**config.mk**
```make
export PLATFORM = sky130hd
export DESIGN_NAME = dual_page_tlb
export DESIGN_NICKNAME = d
export VERILOG_FILES = /design/src/rtl/tlb_pkg.sv /design/src/rtl/tlb_entry_store.sv /design/src/rtl/tlb_match.sv /design/src/rtl/tlb_resolve.sv /design/src/rtl/dual_page_tlb.sv
export SDC_FILE = /design/constraint.sdc
export NUM_CORES = 2
export LEC_CHECK = 0
export ABC_AREA = 1
export BUFFER_PORTS_ARGS = -buffer_cell sky130_fd_sc_hd__buf_2
export CORE_MARGIN = 4
export CORE_UTILIZATION = 55
export CTS_CLUSTER_DIAMETER = 120
export DETAILED_ROUTE_END_ITERATION = 8
export PLACE_DENSITY = 0.7
export RECOVER_POWER = 100
export SLEW_MARGIN = 10
export SYNTH_ARGS = -nofsm -noshare
export SYNTH_HDL_FRONTEND = slang
export SYNTH_SLANG_ARGS = --single-unit
```
**constraint.sdc**
```tcl
create_clock -name clk -period 5.8 [get_ports clk]
set_input_delay 0.87 -clock clk [delete_from_list [all_inputs] [get_ports clk]]
set_output_delay 0.87 -clock clk [all_outputs]
set_load 0.05 [all_outputs]
```
**src/rtl/tlb_pkg.sv**
```systemverilog
package tlb_pkg;

  // Address layout
  localparam int VA_W    = 32;
  localparam int OFS_W   = 12;
  localparam int TAG_LSB = OFS_W + 1;
  localparam int TAG_W   = VA_W - TAG_LSB;
  localparam int PFN_W   = VA_W - OFS_W;
  localparam int ASID_W  = 8;

  typedef enum logic [1:0] {
    RES_HIT     = 2'b00,
    RES_MISS    = 2'b01,
    RES_INVALID = 2'b10,
    RES_CLEAN   = 2'b11
  } tlb_res_e;

  typedef struct packed {
    logic [PFN_W-1:0] pfn;
    logic             v;
    logic             d;
  } page_half_t;

  typedef struct packed {
    logic [TAG_W-1:0]  tag;
    logic [ASID_W-1:0] asid;
    logic              g;
    logic [VA_W-1:0]   end_b;
    page_half_t [1:0]  half;
  } tlb_entry_t;

  function automatic logic [TAG_W-1:0] tag_of(input logic [VA_W-1:0] va);
    return va[VA_W-1:TAG_LSB];
  endfunction

  function automatic logic half_of(input logic [VA_W-1:0] va);
    return va[OFS_W];
  endfunction

  function automatic logic [VA_W-1:0] phys_of(input logic [PFN_W-1:0] pfn,
                                              input logic [VA_W-1:0]  va);
    return {pfn, va[OFS_W-1:0]};
  endfunction

  function automatic logic entry_hits(input tlb_entry_t        e,
                                      input logic [VA_W-1:0]   va,
                                      input logic [ASID_W-1:0] asid);
    logic id_ok;
    id_ok = e.g | (e.asid == asid);
    return id_ok && (e.tag == tag_of(va)) && (va < e.end_b);
  endfunction

endpackage

```
**src/rtl/tlb_entry_store.sv**
```systemverilog
module tlb_entry_store
  import tlb_pkg::*;
#(
  parameter int ENTRIES = 16,
  localparam int IDX_W  = (ENTRIES > 1) ? $clog2(ENTRIES) : 1
) (
  input  logic                     clk,
  input  logic                     rst_n,
  input  logic                     wr_en,
  input  logic [IDX_W-1:0]         wr_idx,
  input  tlb_entry_t               wr_entry,
  output tlb_entry_t [ENTRIES-1:0] ents
);

  for (genvar e = 0; e < ENTRIES; e++) begin : g_slot
    logic load_here;
    assign load_here = wr_en && (wr_idx == IDX_W'(e));

    always_ff @(posedge clk or negedge rst_n) begin
      if (!rst_n) begin
        ents[e] <= '0;
      end else if (load_here) begin
        ents[e] <= wr_entry;
      end
    end
  end

endmodule

```
**src/rtl/tlb_match.sv**
```systemverilog
module tlb_match
  import tlb_pkg::*;
#(
  parameter int ENTRIES = 16
) (
  input  tlb_entry_t [ENTRIES-1:0] ents,
  input  logic [VA_W-1:0]          va,
  input  logic [ASID_W-1:0]        asid,
  output logic [ENTRIES-1:0]       match_vec
);

  for (genvar e = 0; e < ENTRIES; e++) begin : g_cmp
    assign match_vec[e] = entry_hits(ents[e], va, asid);
  end

endmodule

```
**src/rtl/tlb_resolve.sv**
```systemverilog
module tlb_resolve
  import tlb_pkg::*;
#(
  parameter int ENTRIES = 16,
  localparam int IDX_W  = (ENTRIES > 1) ? $clog2(ENTRIES) : 1
) (
  input  tlb_entry_t [ENTRIES-1:0] ents,
  input  logic [ENTRIES-1:0]       match_vec,
  input  logic [VA_W-1:0]          va,
  input  logic                     is_write,
  output tlb_res_e                 res,
  output logic [VA_W-1:0]          pa,
  output logic [IDX_W-1:0]         idx,
  output logic                     sel_v,
  output logic                     sel_d
);

  logic       found;
  tlb_entry_t win;
  page_half_t half;

  // Lowest-numbered match wins: scan downward so the last assignment is the lowest.
  always_comb begin
    found = 1'b0;
    idx   = '0;
    for (int i = ENTRIES - 1; i >= 0; i--) begin
      if (match_vec[i]) begin
        found = 1'b1;
        idx   = IDX_W'(i);
      end
    end
  end

  assign win   = ents[idx];
  assign half  = win.half[half_of(va)];
  assign sel_v = found & half.v;
  assign sel_d = found & half.d;

  always_comb begin
    pa = '0;
    if (!found) begin
      res = RES_MISS;
    end else if (!half.v) begin
      res = RES_INVALID;
    end else if (is_write && !half.d) begin
      res = RES_CLEAN;
    end else begin
      res = RES_HIT;
      pa  = phys_of(half.pfn, va);
    end
  end

endmodule

```
**src/rtl/dual_page_tlb.sv**
```systemverilog
module dual_page_tlb
  import tlb_pkg::*;
#(
  parameter int ENTRIES = 16,
  localparam int IDX_W  = (ENTRIES > 1) ? $clog2(ENTRIES) : 1
) (
  input  logic              clk,
  input  logic              rst_n,
  input  logic [31:0]       lk_vaddr,
  input  logic              lk_write,
  input  logic [7:0]        cur_asid,
  input  logic              wr_en,
  input  logic [IDX_W-1:0]  wr_idx,
  input  logic [18:0]       wr_tag,
  input  logic [7:0]        wr_asid,
  input  logic              wr_global,
  input  logic [31:0]       wr_end,
  input  logic [19:0]       wr_pfn_even,
  input  logic              wr_v_even,
  input  logic              wr_d_even,
  input  logic [19:0]       wr_pfn_odd,
  input  logic              wr_v_odd,
  input  logic              wr_d_odd,
  output logic [31:0]       pa,
  output logic [1:0]        result,
  output logic [IDX_W-1:0]  hit_idx
);

  tlb_entry_t [ENTRIES-1:0] ents;
  tlb_entry_t               wr_entry;
  logic [ENTRIES-1:0]       match_vec;
  tlb_res_e                 res;
  logic                     sel_v;
  logic                     sel_d;

  always_comb begin
    wr_entry            = '0;
    wr_entry.tag        = wr_tag;
    wr_entry.asid       = wr_asid;
    wr_entry.g          = wr_global;
    wr_entry.end_b      = wr_end;
    wr_entry.half[0].pfn = wr_pfn_even;
    wr_entry.half[0].v  = wr_v_even;
    wr_entry.half[0].d  = wr_d_even;
    wr_entry.half[1].pfn = wr_pfn_odd;
    wr_entry.half[1].v  = wr_v_odd;
    wr_entry.half[1].d  = wr_d_odd;
  end

  tlb_entry_store #(.ENTRIES(ENTRIES)) u_store (
    .clk      (clk),
    .rst_n    (rst_n),
    .wr_en    (wr_en),
    .wr_idx   (wr_idx),
    .wr_entry (wr_entry),
    .ents     (ents)
  );

  tlb_match #(.ENTRIES(ENTRIES)) u_match (
    .ents      (ents),
    .va        (lk_vaddr),
    .asid      (cur_asid),
    .match_vec (match_vec)
  );

  tlb_resolve #(.ENTRIES(ENTRIES)) u_resolve (
    .ents      (ents),
    .match_vec (match_vec),
    .va        (lk_vaddr),
    .is_write  (lk_write),
    .res       (res),
    .pa        (pa),
    .idx       (hit_idx),
    .sel_v     (sel_v),
    .sel_d     (sel_d)
  );

  assign result = res;

endmodule

```
==> flow_summary.json <==
{
  "cts_hold_buf": 0,
  "r2r_cells": 3,
  "worstHoldStart": "wr_pfn_even[7]",
  "setup_violations": 34,
  "cp.required_ns": 4.93,
  "synth_seq_area_share": 0.4901,
  "place_area_um2": 91100,
  "p_switching_mw": 10.78,
  "cp_slowest_cell": "nor4b_4",
  "cts_sinks": 1664,
  "synth_cell_types": 66,
  "synth_nets": 10820,
  "status": "complete, but fails checks",
  "pwr-share-comb": 0.215,
  "drv_cap": 51,
  "overflow": 0,
  "finClkSkew_ns": 0,
  "arrival_ns": 5.19,
  "crit_type": "in2out",
  "die-height_um": 401.1,
  "crit_path_start_kind": "input port",
  "place_congestion": 0.9408,
  "tightest_slew_ns": 4.570,
  "wirelength_um": 272100,
  "ys_ff_latch": 1664,
  "powerDensity_nw_per_um2": 350.8,
  "htreeDepth": 4,
  "synth_edf_count": 0,
  "grt_pass1_wl_um": 416400,
  "start_util": 0.5561,
  "drv_slew": 3835,
  "p_seq_frac": 0.443,
  "p_clk_frac": 0.341,
  "largest_reg_flops": 1664,
  "drc_errors": 0,
  "fmax_mhz": 165.0,
  "r2r-start": "u_store.ents[1303]$_DFFE_PN0P_",
  "clock_latency_ns": 0.82,
  "port_buffers": 189,
  "vias_per_cell": 5.794,
  "core_um2": 152800,
  "hold_depth": 3,
  "clk_pin_slew_ns": 0.06,
  "p_leak_nw": 47.84,
  "area_growth_pct": 17.28,
  "synthArstFlopShare": 1.000,
  "drive_gt1_frac": 0.1365,
  "p_total_mw": 34.95,
  "ant_nets": 0,
  "ctsRootBufferMaster": "clkbuf_16",
  "finalWorstSetupSlack_ns": -0.2604,
  "yosys_warnings": 0,
  "grt_max_degree": 161,
  "antenna_found_initial": 14,
  "critPathMaxStageDelay_ns": 0.43,
  "wl_per_cell_um": 21.39,
  "reg.largest.list": "u_store.ents (1664)",
  "cts_tree": "built",
  "slew_headroom": -2.047,
  "synth-main-ff-cell": "dfrtp_1",
  "grt_use_total": 0.3285,
  "netlist_instances": 10170,
  "crit_path_start": "lk_vaddr[25]",
  "period_needed_ns": 6.060,
  "final-hold-violation-count": 0,
  "avgSynthCellArea_um2": 8.352,
  "violations": "max-capacitance violations, max-slew violations, negative setup slack",
  "largest-register": "u_store.ents",
  "final_area_um2": 99650,
  "die_w_um": 401.1,
  "dp_hpwl_um": 175900,
  "first_global_vias": 71680,
  "min_to": "u_store.ents[1361]$_DFFE_PN0P_",
  "cts_buffer_depth": 3,
  "setup-tns-final_ns": -7.136,
  "dr.pass1.iters": 9,
  "drt_iter0_markers": 7690,
  "crit_top_cell": "nand2_1",
  "rrSetupSlack_ns": 4.84,
  "r2r_end": "u_store.ents[1303]$_DFFE_PN0P_",
  "internal_power_mw": 24.17,
  "cts_made_buffers": 180,
  "finalCritPeriodShare": 1.045,
  "worstSetupEndpointType": "output port",
  "nNetsFinal": 11180,
  "hold_path.class": "in2reg",
  "switching_share": 0.3084,
  "syn-cell-area_um2": 84970,
  "rsz0062_at_grt": "true",
  "fp-row-count": 143,
  "crit_fanout": 8,
  "num_vias": 73690,
  "die-area_um2": 160800,
  "ir_drop_mv": 0.3019,
  "io_pins": 190
}
-- worst max path at each step --
stage | to | cells after the start
2_1_floorplan | pa[30] | 33
3_3_place_gp | pa[19] | 25
3_5_place_dp | pa[18] | 25
4_1_cts | pa[20] | 30
5_1_grt | pa[29] | 34
6_report | pa[29] | 30
-- logic make-up (layout without fill, tap and decap cells) --
group,after synthesis,count (layout),share of synthesized area
other,0,3,0
and+or+nand+nor,3949,3950,0.1920
adders and majority gates,496,496,0.07304
DFF,1664,1664,0.4901
AOI/OAI and AO/OA,2231,2231,0.1403
xor gates and xnor gates,263,263,0.02711
buffers and inverters,1571,2082,0.07750
-- critical path, delay by kind of cell --
kind	cells	cell delay [ns]
xor gates and xnor gates	1	0.19
and+or+nand+nor	21	2.71
buffers and inverters	8	1.35
-- Yosys cell counts, types with 3 or more instances --
| master | n | area [µm²] |
|---|---|---|
| a2111oi_0 | 4 | 35.03 |
| a211oi_1 | 18 | 135.1 |
| a21o_1 | 4 | 30.03 |
| a21oi_1 | 466 | 2332 |
| a221oi_1 | 13 | 113.9 |
| a31oi_1 | 6 | 37.54 |
| and2_1 | 3 | 18.77 |
| and3_1 | 4 | 25.02 |
| buf_1 | 15 | 56.30 |
| buf_2 | 87 | 435.4 |
| buf_4 | 35 | 262.8 |
| buf_6 | 51 | 574.3 |
| buf_8 | 3 | 45.04 |
| clkbuf_1 | 474 | 1779 |
| dfrtp_1 | 1664 | 41640 |
| ha_1 | 496 | 6206 |
| inv_1 | 884 | 3318 |
| inv_2 | 15 | 56.30 |
| nand2_1 | 2611 | 9801 |
| nand2_2 | 3 | 18.77 |
| nand3_1 | 678 | 3393 |
| nand3b_1 | 9 | 67.56 |
| nand4_1 | 91 | 569.3 |
| nor2_1 | 411 | 1543 |
| nor3_1 | 50 | 250.2 |
| nor3_2 | 4 | 40.04 |
| nor3b_1 | 5 | 37.54 |
| nor4_1 | 31 | 193.9 |
| nor4b_1 | 4 | 35.03 |
| o2111ai_1 | 9 | 78.83 |
| o211ai_1 | 30 | 225.2 |
| o211ai_2 | 40 | 500.5 |
| o21a_1 | 19 | 142.6 |
| o21ai_0 | 1543 | 7722 |
| o21ai_1 | 23 | 115.1 |
| o21bai_1 | 5 | 37.54 |
| o221ai_1 | 14 | 122.6 |
| o22ai_1 | 19 | 118.9 |
| o31ai_1 | 6 | 45.04 |
| or2_2 | 35 | 219.0 |
| xnor2_1 | 108 | 945.9 |
| xor2_1 | 155 | 1358 |
-- per-stage QoR --
| stage | utilization | std cells | setup WS, ns | hold WS [ns] |
|---|---|---|---|---|
| floorplan | - | 10170 | 0.6787 | 0.4444 |
| finish | 0.6522 | 12720 | -0.2604 | 0.2726 |
| global placement | 0.5962 | 12320 | -1.123 | 0.4579 |
| global route | 0.6521 | 12720 | -0.3240 | 0.2729 |
| CTS | 0.6445 | 12680 | -0.2082 | 0.1108 |
| detailed placement | 0.5962 | 12320 | -1.169 | 0.4689 |
-- cell usage in the layout (no fill, tap or decap), drive strengths merged, types with 4 or more instances in the layout --
cell type  count
o21a          19
o21bai         5
nand3        679
or2           36
a21oi        466
nand3b         9
xor2         155
clkbuf       353
o211ai        70
bufinv        13
a2111oi        5
o22ai         19
and3           4
inv          907
xnor2        108
clkinv        46
nor2         413
a221oi        14
a211oi        18
clkinvlp       6
o2111ai        9
o21ai       1567
nand2       2617
o31ai          6
o221ai        14
a21o           4
a31oi          6
nor3b          7
nand4         91
nor3          54
dfrtp       1664
nor4          32
ha           496
nor4b          4
buf          753
-- final cells by class --
type                            count  area (µm²)
Antenna cell                        3       7.507
Clock buffer                      266        5310
Clock inverter                     68       850.8
Fill cell                       12550       53150
Inverter                          903        3432
Multi-Input combinational cell   6940       38180
Sequential cell                  1664       41640
Tap cell                         2030        2540
Timing Repair Buffer              844        7675
Timing Repair inverter              1       11.26
-- power groups by stage --
stage / clock [mW] / combinational (mW) / sequential [mW]
after global routing: 12.5 / 8.60 / 15.8
after detailed placement: 0 / 7.14 / 15.6
final: 11.9 / 7.53 / 15.5
after CTS: 12.0 / 7.30 / 15.4
after global placement: 0 / 6.81 / 15.5
after floorplan: 0 / 4.80 / 15.3
-- layer usage --
metal,global-route usage,vias up,share of wire
met4,0.1734,6,0.062
met5,0,-,0.00014
li1,-,34060,-
met2,0.5243,3165,0.46
met1,0.4354,35690,0.40
met3,0.05069,764,0.080
-- repair_timing --
item / 4_1_cts / 5_1_grt
gates cloned: 11 / 18
buffers inserted: 14 / 27
endpoints found under the setup margin: 36 / 34
pin swaps: 30 / 83
gates resized for setup: 213 / 274
(Power assumes the default switching activity.)
